--- config.mk ---
export PLATFORM = sky130hd
export DESIGN_NAME = eeprom_rd_i2c
export DESIGN_NICKNAME = d
export VERILOG_FILES = /design/src/rtl/eeprom_rd_pkg.sv /design/src/rtl/eeprom_rd_sync.sv /design/src/rtl/eeprom_rd_array.sv /design/src/rtl/eeprom_rd_ctrl.sv /design/src/rtl/eeprom_rd_i2c.sv
export SDC_FILE = /design/constraint.sdc
export NUM_CORES = 1
export LEC_CHECK = 0
export BUFFER_PORTS_ARGS = -buffer_cell sky130_fd_sc_hd__buf_4
export CORE_MARGIN = 4
export CORE_UTILIZATION = 58
export CTS_BUF_LIST = sky130_fd_sc_hd__clkbuf_4
export DETAILED_ROUTE_END_ITERATION = 12
export GPL_TIMING_DRIVEN = 0
export PLACE_DENSITY_LB_ADDON = 0.08
export SYNTH_ARGS = -nofsm -noshare
export SYNTH_HDL_FRONTEND = slang
export SYNTH_HIERARCHICAL = 1
export SYNTH_SLANG_ARGS = --single-unit
--- constraint.sdc ---
create_clock -name clk -period 6.4 [get_ports clk]
set_input_delay 1.28 -clock clk [delete_from_list [all_inputs] [get_ports clk]]
set_output_delay 1.28 -clock clk [all_outputs]
set_load 0.01 [all_outputs]
--- src/rtl/eeprom_rd_pkg.sv ---
package eeprom_rd_pkg;

    localparam int ADDR_W   = 11;
    localparam int BYTE_W   = 8;
    localparam int BLK_W    = ADDR_W - BYTE_W;
    localparam int TYPE_W   = 4;
    localparam int CNT_W    = $clog2(BYTE_W);
    localparam int SALT_W   = BYTE_W - BLK_W;
    localparam logic [TYPE_W-1:0] DEV_TYPE  = 4'b1010;
    localparam logic [SALT_W-1:0] FILL_SALT = 5'b10101;

    typedef enum logic [2:0] {
        ST_IDLE,
        ST_DEV,
        ST_DEV_ACK,
        ST_ADDR,
        ST_ADDR_ACK,
        ST_TX,
        ST_TX_ACK
    } st_e;

    typedef struct packed {
        logic scl;
        logic sda;
        logic scl_rise;
        logic scl_fall;
        logic start;
        logic stop;
    } bus_ev_t;

    function automatic logic [BYTE_W-1:0] fill_byte(input logic [ADDR_W-1:0] a);
        return a[BYTE_W-1:0] ^ {a[ADDR_W-1:BYTE_W], FILL_SALT};
    endfunction

endpackage

--- src/rtl/eeprom_rd_sync.sv ---
module eeprom_rd_sync
    import eeprom_rd_pkg::*;
#(
    parameter int STAGES = 2
) (
    input  logic    clk,
    input  logic    rst,
    input  logic    scl_i,
    input  logic    sda_i,
    output bus_ev_t ev
);

    localparam int LINES = 2;

    logic [LINES-1:0] raw;
    logic [LINES-1:0] cur;
    logic [LINES-1:0] last;

    assign raw = {sda_i, scl_i};

    for (genvar g = 0; g < LINES; g++) begin : g_line
        logic [STAGES-1:0] pipe;
        logic              last_q;

        always_ff @(posedge clk) begin
            if (rst) begin
                pipe   <= '1;
                last_q <= 1'b1;
            end else begin
                pipe   <= {pipe[STAGES-2:0], raw[g]};
                last_q <= pipe[STAGES-1];
            end
        end

        assign cur[g]  = pipe[STAGES-1];
        assign last[g] = last_q;
    end

    // index 0 is SCL, index 1 is SDA
    always_comb begin
        ev.scl      = cur[0];
        ev.sda      = cur[1];
        ev.scl_rise = cur[0] & ~last[0];
        ev.scl_fall = ~cur[0] & last[0];
        ev.start    = cur[0] & last[0] & last[1] & ~cur[1];
        ev.stop     = cur[0] & last[0] & ~last[1] & cur[1];
    end

endmodule

--- src/rtl/eeprom_rd_array.sv ---
module eeprom_rd_array
    import eeprom_rd_pkg::*;
#(
    parameter int FILL_MODE = 0
) (
    input  logic [ADDR_W-1:0] addr,
    output logic [BYTE_W-1:0] data
);

    if (FILL_MODE == 0) begin : g_blank
        logic unused_addr;
        assign unused_addr = ^addr;
        assign data = '1;
    end else begin : g_pattern
        assign data = fill_byte(addr);
    end

endmodule

--- src/rtl/eeprom_rd_ctrl.sv ---
module eeprom_rd_ctrl
    import eeprom_rd_pkg::*;
(
    input  logic              clk,
    input  logic              rst,
    input  bus_ev_t           ev,
    input  logic [BYTE_W-1:0] rd_data,
    output logic [ADDR_W-1:0] cnt_o,
    output logic              sda_oe,
    output st_e               st_o,
    output logic              adv_o,
    output logic              ld_o
);

    localparam logic [CNT_W-1:0] LAST_BIT = CNT_W'(BYTE_W - 1);

    st_e               st;
    logic [CNT_W-1:0]  bitcnt;
    logic [BYTE_W-1:0] rx_sh;
    logic [BYTE_W-1:0] tx_sh;
    logic              rx_full;
    logic              ack_seen;
    logic              mst_ack;
    logic              rw;
    logic [BLK_W-1:0]  blk;
    logic [ADDR_W-1:0] cnt;
    logic              oe;
    logic              adv;
    logic              ld;

    always_ff @(posedge clk) begin
        if (rst) begin
            st       <= ST_IDLE;
            bitcnt   <= '0;
            rx_sh    <= '0;
            tx_sh    <= '0;
            rx_full  <= 1'b0;
            ack_seen <= 1'b0;
            mst_ack  <= 1'b0;
            rw       <= 1'b0;
            blk      <= '0;
            cnt      <= '0;
            oe       <= 1'b0;
            adv      <= 1'b0;
            ld       <= 1'b0;
        end else begin
            adv <= 1'b0;
            ld  <= 1'b0;
            if (ev.start) begin
                st      <= ST_DEV;
                bitcnt  <= '0;
                rx_full <= 1'b0;
                oe      <= 1'b0;
            end else if (ev.stop) begin
                st <= ST_IDLE;
                oe <= 1'b0;
            end else begin
                unique case (st)
                    ST_IDLE: begin
                        oe <= 1'b0;
                    end
                    ST_DEV, ST_ADDR: begin
                        if (ev.scl_rise) begin
                            rx_sh  <= {rx_sh[BYTE_W-2:0], ev.sda};
                            bitcnt <= bitcnt + 1'b1;
                            if (bitcnt == LAST_BIT) rx_full <= 1'b1;
                        end else if (ev.scl_fall && rx_full) begin
                            rx_full  <= 1'b0;
                            ack_seen <= 1'b0;
                            if (st == ST_DEV) begin
                                if (rx_sh[BYTE_W-1 -: TYPE_W] == DEV_TYPE) begin
                                    oe  <= 1'b1;
                                    st  <= ST_DEV_ACK;
                                    rw  <= rx_sh[0];
                                    blk <= rx_sh[BLK_W:1];
                                end else begin
                                    st <= ST_IDLE;
                                end
                            end else begin
                                oe  <= 1'b1;
                                st  <= ST_ADDR_ACK;
                                cnt <= {blk, rx_sh};
                                ld  <= 1'b1;
                            end
                        end
                    end
                    ST_DEV_ACK: begin
                        if (ev.scl_rise) begin
                            ack_seen <= 1'b1;
                        end else if (ev.scl_fall && ack_seen) begin
                            bitcnt <= '0;
                            if (rw) begin
                                tx_sh <= rd_data;
                                oe    <= ~rd_data[BYTE_W-1];
                                cnt   <= cnt + 1'b1;
                                adv   <= 1'b1;
                                st    <= ST_TX;
                            end else begin
                                oe <= 1'b0;
                                st <= ST_ADDR;
                            end
                        end
                    end
                    ST_ADDR_ACK: begin
                        if (ev.scl_rise) begin
                            ack_seen <= 1'b1;
                        end else if (ev.scl_fall && ack_seen) begin
                            oe <= 1'b0;
                            st <= ST_IDLE;
                        end
                    end
                    ST_TX: begin
                        if (ev.scl_fall) begin
                            if (bitcnt == LAST_BIT) begin
                                oe       <= 1'b0;
                                ack_seen <= 1'b0;
                                st       <= ST_TX_ACK;
                            end else begin
                                tx_sh  <= tx_sh << 1;
                                oe     <= ~tx_sh[BYTE_W-2];
                                bitcnt <= bitcnt + 1'b1;
                            end
                        end
                    end
                    ST_TX_ACK: begin
                        if (ev.scl_rise) begin
                            ack_seen <= 1'b1;
                            mst_ack  <= ~ev.sda;
                        end else if (ev.scl_fall && ack_seen) begin
                            if (mst_ack) begin
                                bitcnt <= '0;
                                tx_sh  <= rd_data;
                                oe     <= ~rd_data[BYTE_W-1];
                                cnt    <= cnt + 1'b1;
                                adv    <= 1'b1;
                                st     <= ST_TX;
                            end else begin
                                oe <= 1'b0;
                                st <= ST_IDLE;
                            end
                        end
                    end
                    default: begin
                        oe <= 1'b0;
                        st <= ST_IDLE;
                    end
                endcase
            end
        end
    end

    assign cnt_o  = cnt;
    assign sda_oe = oe;
    assign st_o   = st;
    assign adv_o  = adv;
    assign ld_o   = ld;

endmodule

--- src/rtl/eeprom_rd_i2c.sv ---
module eeprom_rd_i2c
    import eeprom_rd_pkg::*;
#(
    parameter int FILL_MODE   = 0,
    parameter int SYNC_STAGES = 2
) (
    input  logic clk,
    input  logic rst,
    input  logic scl_i,
    input  logic sda_i,
    output logic sda_oe
);

    bus_ev_t           ev;
    logic [ADDR_W-1:0] cnt;
    logic [BYTE_W-1:0] rd_data;
    st_e               st;
    logic              adv;
    logic              ld;
    logic              scl_sync;

    eeprom_rd_sync #(.STAGES(SYNC_STAGES)) u_sync (
        .clk   (clk),
        .rst   (rst),
        .scl_i (scl_i),
        .sda_i (sda_i),
        .ev    (ev)
    );

    eeprom_rd_array #(.FILL_MODE(FILL_MODE)) u_array (
        .addr (cnt),
        .data (rd_data)
    );

    eeprom_rd_ctrl u_ctrl (
        .clk     (clk),
        .rst     (rst),
        .ev      (ev),
        .rd_data (rd_data),
        .cnt_o   (cnt),
        .sda_oe  (sda_oe),
        .st_o    (st),
        .adv_o   (adv),
        .ld_o    (ld)
    );

    assign scl_sync = ev.scl;

endmodule

# After elaboration in Yosys (flattened, before gate mapping)

Cells that the tools add are included.

Memories kept: 0
Bits in read-only memories: 0
Memory bits (writable): 0
Bits in latches: 0
Bits in registers: 32

Muxes and demuxes: 50
Order comparisons: 0
Eq/ne operators: 38
Multiply operators: 0
Bitwise logic cells: 16
Div/mod/pow operators: 0
Reduce and logical (&&, ||, !) cells: 21
Shift operators: 0
Add/subtract/negate cells: 1

Operator list:

| operator                                                        | number |
|---|---|
| 3-bit two-way mux                                               | 19 |
| 7-bit two-way mux                                               | 8 |
| 11-bit AND reduction                                            | 3 |
| 4-bit by 3-bit != test with 1-bit output, second input constant | 6 |
| 2-bit by 1-bit != test with 1-bit output, second input constant | 11 |
| 7-bit case mux with 3 select lines                              | 1 |
| 3-bit case mux with 6 select lines                              | 1 |
| 1-bit two-way mux                                               | 17 |
| 4-bit != test, second input constant                            | 4 |
| 2-bit != test, second input constant                            | 7 |
| 3-bit == test, second input constant                            | 4 |
| 3-bit case mux with 4 select lines                              | 1 |
| 4-bit AND reduction                                             | 3 |
| 10-bit AND reduction                                            | 1 |
| 1-bit inverter                                                  | 9 |
| 8-bit AND reduction                                             | 1 |
| 1-bit AND                                                       | 7 |
| 7-bit AND reduction                                             | 1 |
| 3-bit by 2-bit == test with 1-bit output, second input constant | 2 |
| 3-bit != test, second input constant                            | 2 |
| 1-bit case mux with 3 select lines                              | 2 |
| 6-bit AND reduction                                             | 1 |
| 3-bit nonzero test                                              | 2 |
| 3-bit OR reduction                                              | 2 |
| other kinds (9)                                                 | 11 |

# Longest topological paths before layout

Gate-level depths: netlist of the first run.

Depth after elaboration: 8
Depth in mapped cells: 8
Depth with buffers taken out: 7

# Modules after synthesis

The synthesis of the first run kept the hierarchy.

Modules (own cells, without submodules):

| module          | seq. area each (um^2) | times used | area each (um^2) | cells an instance |
|---|---|---|---|---|
| eeprom_rd_ctrl  | 840.8                 | 1          | 2376.0           | 279 |
| eeprom_rd_sync  | 120.1                 | 1          | 205.2            | 18 |
| eeprom_rd_array | 0.0                   | 1          | 63.8             | 9 |

# Least setup slack after synthesis of the first run

OpenSTA, ideal clock, no wires.

Path type: input to register
Start: input port rst
End: register u_ctrl.rx_sh[4]
Stages on the path: 3
Path slack: 4.383 ns
Data arrival time: 1.887 ns
Setup time: 0.130 ns
Path buffers: 2
Required time: 6.270 ns
Path through: clkbuf_1 -> clkbuf_1 -> nor2_1

RTL lines:

| item                   | line                 | RTL |
|---|---|---|
| start: declaration     | eeprom_rd_i2c.sv:8   | `input logic rst,` |
| end signal: assignment | eeprom_rd_ctrl.sv:64 | `rx_sh <= {rx_sh[BYTE_W-2:0], ev.sda};` |
| end: declaration       | eeprom_rd_ctrl.sv:19 | `logic [BYTE_W-1:0] rx_sh;` |

No word-level cell between the ends.

==> results.txt, run 1 <==
Status -> finished clean
CP top delay family -> compound AO/OA/AOI/OAI gates
Placement row count -> 19
H-tree Lvls -> 2
Bufs and invs on worst path -> 1
Reg area -> 640.6 sq um
Die area -> 3973 sq um
Seq pwr share -> 0.416
Share of cells above drive strength 1 -> 0.1909
Worst-path cell chain -> nor2b_1, nand3b_2, o21a_1, a2111oi_4, buf_6, nor2_1, a311oi_2
R2R cell count -> 7
Number of global-route vias before repair -> 1454
Latest clock arrival within the worst-skew pair -> 0.35 ns
Initial Util -> 0.6210
Clock transition at path regs -> 0.11 ns
Combinational share of power -> 0.285
VDD IR max -> 0.1782 mV
GR met3 Demand/Resource -> 0.06115
Vias per cell -> 5.944
Fin. max-slew vios -> 0
Worst reg-to-reg setup slack -> 4.19 ns
Post-cts resize count -> 0
Top-Level Pins -> 5
Max Cap Viol -> 0
Crit Path Max Fanout -> 10
Hold Fails Final Rpt -> 0
Port Buf Inserts -> 4
Area growth syn-to-layout -> 9.971%
Clock Skews -> 0.01311 ns
Worst hold path class -> reg -> reg
Pwr Density -> 272.7 nW/um^2
TritonCTS clock tree -> built
Hold WS -> 0.4193 ns
Int Pwr -> 0.3562 mW
Max Freq -> 452.7 MHz
Wire length per cell -> 14.96 microns
Final ANT Viol Nets -> 0
Synth Instances -> 201
Setup bufs post-CTS -> 0
Endpoint class of the critical path -> register
Pin count of the biggest net entering global routing -> 12
CP Launch Type -> register
Total grt overflow -> 0
Avg Inst Size Synth -> 8.740 sq um
Longest Clk Path Bufs -> 2
Die Y -> 63.04 microns
Routed via count -> 1492
Tot GR Track Use -> 0.2081
Critical Path Source -> u_sync/g_line[0].last_q
Sw Pwr -> 0.1705 mW
Worst Max-Slew Pin Slew -> 0.6592 ns
Setup TNS -> 0 ns
Routability cong. -> 0.9010
Area of the multi-input gates -> 967.2 sq um
Detailed Place HPWL -> 2730 microns
Clock sink total -> 32
Period minus WS final -> 2.209 ns
GR met1 Demand/Resource -> 0.2654
CP Depth -> 7
Met2 Track Usage GR -> 0.3386
Mapped Area -> 1757 sq um
Reg2reg end -> u_ctrl/tx_sh[4]
Initial DRT Pass Iterations -> 4
Worst EP required -> 6.66 ns
Critical path's slowest cell -> nor2b_1
Kind of critical path -> reg -> reg
CTS Hold Bufs -> 0
Antenna Cells -> 0
Final period util -> 0.3451
Initial antenna violation count -> 0
Critical path arrival -> 2.47 ns
First-pass GRT wire length -> 6541 microns
CTS root buffer -> clkbuf_4
Fin nets -> 225
Slew margin rel. -> 0.5545
Leakage -> 0.7996 nW
Busiest layer in global routing -> met2
R2R Path Start -> u_sync/g_line[0].last_q
Post-Route WL -> 3755 microns
Total of fill cells in the finished design -> 234
RSZ-0062 raised after global routing -> false
Die extent in x -> 63.04 microns
Switch share -> 0.3238
Total CTS buffers -> 5
Clock power share -> 0.299
Critical Path Sink -> u_ctrl/tx_sh[4]
Max incr delay on CP -> 0.50 ns
DR iter-0 viols -> 156
Core footprint -> 2829 sq um
DRC Markers -> 0
Synth warn -> 6
Final setup violating endpoints -> 0
## registers in the layout, summed over array words and instances, names as in the netlist
register,flops
u_ctrl/sda_oe,1
u_ctrl/rx_sh,8
u_ctrl/ack_seen,1
u_ctrl/mst_ack,1
u_ctrl/rw,1
u_sync/g_line.pipe,4
u_ctrl/tx_sh,7
u_ctrl/rx_full,1
u_ctrl/st_o,3
u_ctrl/bitcnt,3
u_sync/g_line.last_q,2
## worst reg2reg max path: stages, from the launching register on
cell	delay [ns]
dfxtp_1	0.37
nor2b_1	0.50
nand3b_2	0.14
o21a_1	0.25
a2111oi_4	0.36
buf_6	0.22
nor2_1	0.06
a311oi_2	0.24
## worst min-delay path by stage
stage	start	endpoint	slack [ns]	depth (start not counted)
floorplan	u_sync/g_line[0].pipe[0]	u_sync/g_line[0].pipe[1]	0.38	1
global placement	u_sync/g_line[0].pipe[0]	u_sync/g_line[0].pipe[1]	0.39	1
detailed placement	u_sync/g_line[1].pipe[0]	u_sync/g_line[1].pipe[1]	0.39	1
CTS	u_sync/g_line[0].pipe[0]	u_sync/g_line[0].pipe[1]	0.42	1
global route	u_sync/g_line[0].pipe[0]	u_sync/g_line[0].pipe[1]	0.44	1
finish	u_sync/g_line[0].pipe[0]	u_sync/g_line[0].pipe[1]	0.42	1
## per-stage QoR
stage / util / setup WS [ns] / instance area, sq um / std cells / power [mW]
floorplan: - / 4.546 / 1783 / 208 / 0.3384
global placement: 0.6546 / 4.323 / 1852 / 243 / 0.3672
detailed placement: 0.6546 / 4.264 / 1852 / 243 / 0.3686
CTS: 0.6829 / 4.232 / 1932 / 251 / 0.5248
global route: 0.6829 / 4.030 / 1932 / 251 / 0.5565
finish: 0.6829 / 4.191 / 1932 / 251 / 0.5268
## power by group through the flow
| stage | registers, mW | logic [mW] | clock network (mW) |
|---|---|---|---|
| final | 0.219 | 0.150 | 0.157 |
| after global routing | 0.221 | 0.163 | 0.172 |
| after CTS | 0.219 | 0.145 | 0.160 |
| after detailed placement | 0.224 | 0.145 | 0 |
| after global placement | 0.223 | 0.144 | 0 |
| after floorplan | 0.221 | 0.117 | 0 |
## cell usage in the layout, fill, tap and decap left out, types with 5 or more instances in the layout
master    instances
nand3_1           8
clkbuf_1          7
or2_1             6
mux2i_1          13
nor2_1           26
a21oi_1           8
nand2_1          11
nor2b_1          10
dfxtp_1          32
clkbuf_4          5
conb_1            8
buf_4            15
o21ai_0          11
## cell type report
type	count	area share
clock inverters	3	0.02202
repair buffers	4	0.01554
well taps	31	0.02008
flip-flops and latches	32	0.3316
plain buffers	26	0.08290
multi-input cells	146	0.5006
clock buffers	5	0.01943
inverters	4	0.007772
## metal layers
metal | part of all wire | wire, microns
met1 | 0.46 | 1743
met4 | 0.019 | 70
met2 | 0.46 | 1725
met5 | 0 | 0
met3 | 0.058 | 216
(Power assumes the default switching activity.)
==> run 2: changes to the inputs <==
==> constraint.sdc (replaced) <==
create_clock -name clk -period 2 [get_ports clk]
set_input_delay 0.4 -clock clk [delete_from_list [all_inputs] [get_ports clk]]
set_output_delay 0.4 -clock clk [all_outputs]
set_load 0.01 [all_outputs]
==> results.txt, run 2 (synthesis gave the netlist of run 1 again) <==
Final ANT Viol Nets -> 0
Commonest non-fill, non-tap cell in the layout -> dfxtp_1
Total CTS buffers -> 5
Final setup violating endpoints -> 0
Hold WS -> 0.2224 ns
Kind of critical path -> reg -> reg
Die area -> 3973 sq um
Critical path's slowest cell -> or3b_2
DR iter-0 viols -> 138
Area growth syn-to-layout -> 16.88%
Total of fill cells in the finished design -> 216
Initial Util -> 0.6210
Final instance area -> 2053 sq um
Total grt overflow -> 0
CTS root buffer -> clkbuf_4
Final core occ -> 0.7258
Hold Fails Final Rpt -> 0
Crit Path Max Fanout -> 10
Pin count of the biggest net entering global routing -> 12
Most frequent cells in the layout -> dfxtp_1 (30), buf_4 (27), nor2_1 (26)
Worst EP required -> 2.29 ns
Most flops, register -> u_ctrl/rx_sh
Die extent in x -> 63.04 microns
Clock sink total -> 32
Core footprint -> 2829 sq um
Die Y -> 63.04 microns
Leakage -> 0.8728 nW
Slew margin rel. -> 0.5656
First-pass GRT wire length -> 6555 microns
Status -> finished clean
Number of global-route vias before repair -> 1460
Max incr delay on CP -> 0.47 ns
Critical path arrival -> 2.15 ns
Routed via count -> 1531
Worst hold path class -> in -> reg
Fin nets -> 238
Worst Max-Slew Pin Slew -> 0.6429 ns
Clock transition at path regs -> 0.11 ns
Top-Level Pins -> 5
Final period util -> 0.9319
Longest Clk Path Bufs -> 2
VDD IR max -> 0.5799 mV
Initial antenna violation count -> 0
CP Launch Type -> register
Tot GR Track Use -> 0.2084
Fin. max-slew vios -> 0
Reg area -> 643.1 sq um
Antenna Cells -> 0
RSZ-0062 raised after global routing -> true
Pre-CTS WS -> -0.1356 ns
Initial DRT Pass Iterations -> 4
Routability cong. -> 0.9010
Max Cap Viol -> 0
Latest clock arrival within the worst-skew pair -> 0.35 ns
Share of cells above drive strength 1 -> 0.2704
TritonCTS clock tree -> built
Top Registers -> u_ctrl/rx_sh: 8 flops, u_ctrl/tx_sh: 7 flops, u_sync/g_line.pipe: 4 flops
Area of the multi-input gates -> 991.0 sq um
Clock Skews -> 0.01357 ns
Detailed Place HPWL -> 2730 microns
Max reg flops -> 8
Pwr Density -> 836.3 nW/um^2
Setup ws final -> 0.1361 ns
Wire length per cell -> 14.97 microns
DRC Markers -> 0
Placement row count -> 19
Max Freq -> 536.5 MHz
Worst-path cell chain -> nor2b_1, buf_4, nor2b_1, o21ai_2, a221oi_1, or3b_2, a21oi_1
Post-Route WL -> 3951 microns
H-tree Lvls -> 2
Period minus WS final -> 1.864 ns
Endpoint class of the critical path -> register
Vias per cell -> 5.799
Port Buf Inserts -> 4
CP most frequent cell -> nor2b_1
CTS Hold Bufs -> 0
Post-DP Area -> 1852 sq um
## run 2: cell count changes in the layout (fill, tap and decap cells not counted), moves of 2 or more
| cell | change |
|---|---|
| and4b_1 | -2 |
| dfxtp_2 | +2 |
| and4b_2 | +2 |
| dfxtp_1 | -2 |
| o21ai_0 | -2 |
| buf_4 | +12 |
## run 2: repair_timing
item / CTS / global route
pin swaps: 1 / 5
resized for setup: 3 / 9
gates cloned: 0 / 1
endpoints found under the setup margin: 8 / 16
buffers inserted: 1 / 11
## run 2: per-layer routing
layer | global-route usage | share of wire
met5 | 0 | 0
met3 | 0.06115 | 0.061
met1 | 0.2665 | 0.46
met2 | 0.3386 | 0.47
met4 | 0.05785 | 0.014
## run 2: report_power, final
| part | internal [mW] | leakage [nW] | switching (mW) |
|---|---|---|---|
| registers | 0.670 | 0.259 | 0.0339 |
| clock network | 0.260 | 0.0412 | 0.245 |
| logic | 0.230 | 0.573 | 0.278 |
## run 2: final timing paths
| kind | from | end | slack [ns] | cells past startpoint |
|---|---|---|---|---|
| min reg2reg | u_sync/g_line[0].pipe[0] | u_sync/g_line[0].pipe[1] | 0.42 | 1 |
| min | scl_i | u_sync/g_line[0].pipe[0] | 0.22 | 2 |
| max reg2reg | u_sync/g_line[0].pipe[1] | u_ctrl/st_o[0] | 0.14 | 7 |
| max | u_sync/g_line[0].pipe[1] | u_ctrl/st_o[0] | 0.14 | 7 |
## run 2: cell type report
type | count | share of cell area
buffer | 26 | 0.07800
clock inverter | 3 | 0.02072
multi-input combinational | 146 | 0.4826
timing repair buffer | 17 | 0.06094
clock buffer | 5 | 0.01828
inverter | 4 | 0.007313
tap | 31 | 0.01889
sequential | 32 | 0.3132
## run 2: worst max-delay path: cells and delay by family, from the launching register on
kind / cells / cell delay [ns]
AND/OR/NAND/NOR: 3 / 0.73
flip-flops: 1 / 0.39
AO/OA/AOI/OAI: 3 / 0.49
buffers and inverters: 1 / 0.20
## run 2: through the flow
stage          std cells  power [mW]  TNS [ns]
3_3_place_gp         243       1.175   -0.2174
5_1_grt              264       1.812  -0.02895
2_1_floorplan        208       1.083         0
4_1_cts              252       1.681         0
6_report             264       1.717         0
3_5_place_dp         243       1.180   -0.5302
==> run 3: changes to the inputs <==
==> constraint.sdc (replaced) <==
create_clock -name clk -period 1.8 [get_ports clk]
set_input_delay 0.36 -clock clk [delete_from_list [all_inputs] [get_ports clk]]
set_output_delay 0.36 -clock clk [all_outputs]
set_load 0.01 [all_outputs]
==> results.txt, run 3 (synthesis gave the netlist of run 1 again) <==
Hold Path Origin -> scl_i
Leakage -> 0.9457 nW
Area growth syn-to-layout -> 24.22%
Share of cells above drive strength 1 -> 0.3629
Max incr delay on CP -> 0.65 ns
Critical path arrival -> 2.14 ns
Port Buf Inserts -> 4
First-pass GRT wire length -> 6582 microns
Kind of critical path -> reg -> reg
Fin. max-slew vios -> 0
DR iter-0 viols -> 122
Latest clock arrival within the worst-skew pair -> 0.34 ns
Worst hold path class -> in -> reg
Commonest non-fill, non-tap cell in the layout -> buf_4
DRC Markers -> 0
Wire length per cell -> 15.93 microns
Critical Path Source -> u_ctrl/st_o[1]
Die extent in x -> 63.04 microns
Most frequent cells in the layout -> buf_4 (33), dfxtp_1 (28), nor2_1 (21)
Antenna Cells -> 0
Top-Level Pins -> 5
Longest Clk Path Bufs -> 2
Routability cong. -> 0.9094
Failing checks -> setup timing
Endpoint class of the critical path -> register
Routed via count -> 1586
CP Launch Type -> register
Top Registers -> u_ctrl/rx_sh: 8 flops, u_ctrl/tx_sh: 7 flops, u_sync/g_line.pipe: 4 flops
Clock transition at path regs -> 0.10 ns
Hold WS -> 0.1941 ns
Tot GR Track Use -> 0.2114
Period minus WS final -> 1.864 ns
Status -> complete, but fails checks
Total grt overflow -> 0
Detailed Place HPWL -> 2644 microns
Final setup violating endpoints -> 1
Slew margin rel. -> 0.5679
Total CTS buffers -> 5
Total of fill cells in the finished design -> 181
Critical path's slowest cell -> a2111oi_0
VDD IR max -> 0.6156 mV
Setup ws final -> -0.06375 ns
Final period util -> 1.035
Number of global-route vias before repair -> 1412
CTS root buffer -> clkbuf_4
Max reg flops -> 8
Crit Path Max Fanout -> 9
Pin count of the biggest net entering global routing -> 11
Most flops, register -> u_ctrl/rx_sh
Worst EP required -> 2.07 ns
Die Y -> 63.04 microns
Total power -> 1.842 mW
Clock sink total -> 32
Initial DRT Pass Iterations -> 4
Post-Route WL -> 4270 microns
Placement row count -> 19
Max Freq -> 536.6 MHz
H-tree Lvls -> 2
Hold Fails Final Rpt -> 0
Final ANT Viol Nets -> 0
Initial Util -> 0.6210
Worst Max-Slew Pin Slew -> 0.6319 ns
Worst-path cell chain -> buf_2, a21oi_1, a2111oi_0, nor2_1, a21oi_1
TritonCTS clock tree -> built
RSZ-0062 raised after global routing -> true
Core footprint -> 2829 sq um
Fin nets -> 243
Pwr Density -> 844.4 nW/um^2
Initial antenna violation count -> 0
R2R Path Start -> u_ctrl/st_o[1]
Max Cap Viol -> 0
CP most frequent cell -> a21oi_1
Die area -> 3973 sq um
Vias per cell -> 5.918
Clock Skews -> 0.007707 ns
==> run 3: cell count changes in the layout (fill, tap and decap cells not counted), sizes merged <==
cell	delta
buf	+6
bufinv	-1
clkbuf	-1
==> run 3: final cells by class <==
class,instances,area (sq um),area share
multi-input combinational,146,1096,0.5023
sequential,32,650.6,0.2982
buffer,26,166.4,0.07626
timing repair buffer,22,165.2,0.07569
tap,31,38.79,0.01778
clock buffer,5,37.54,0.01720
inverter,4,15.01,0.006881
clock inverter,2,12.51,0.005734
==> run 3: path summary, 6_finish.rpt <==
| kind | end | slack, ns | cells after the start |
|---|---|---|---|
| max | u_ctrl/st_o[0] | -0.06 | 5 |
| min | u_sync/g_line[0].pipe[0] | 0.19 | 2 |
| max reg2reg | u_ctrl/st_o[0] | -0.06 | 5 |
| min reg2reg | u_sync/g_line[1].pipe[1] | 0.42 | 1 |
==> run 3: repair_timing <==
action,4_1_cts,5_1_grt
resized for setup,15,32
hold endpoints to repair,0,0
cloned,0,0
buffers inserted,14,4
pin swaps,5,11
setup endpoints to repair,12,22
hold buffers,0,0
==> run 3: through the flow <==
step / setup TNS, ns / util / instance area [sq um] / worst slack, ns / std cells
after CTS: -0.01662 / 0.7249 / 2051 / -0.01134 / 264
after global placement: -1.150 / 0.6555 / 1854 / -0.2341 / 243
after detailed placement: -1.535 / 0.6555 / 1854 / -0.2447 / 243
final: -0.06375 / 0.7713 / 2182 / -0.06375 / 268
after floorplan: 0 / - / 1785 / 0.01599 / 208
after global routing: -0.2976 / 0.7713 / 2182 / -0.05250 / 268
==> run 3: critical path, delay by kind of cell, from the launching register on <==
kind            cells  cell delay [ns]
buf+inv             1             0.26
flops               1             0.45
compound gates      3             0.97
simple gates        1             0.11
==> run 3: where the power goes <==
group | internal, mW | switching, mW
combinational | 0.300 | 0.366
clock | 0.142 | 0.251
sequential | 0.744 | 0.0393
==> run 3: layer usage <==
layer  part of all wire  vias up  track usage
met4              0.020        0      0.07713
li1                   -      763            -
met2               0.49       63       0.3439
met3              0.066       15      0.05755
met5                  0        -            0
met1               0.42      745       0.2654
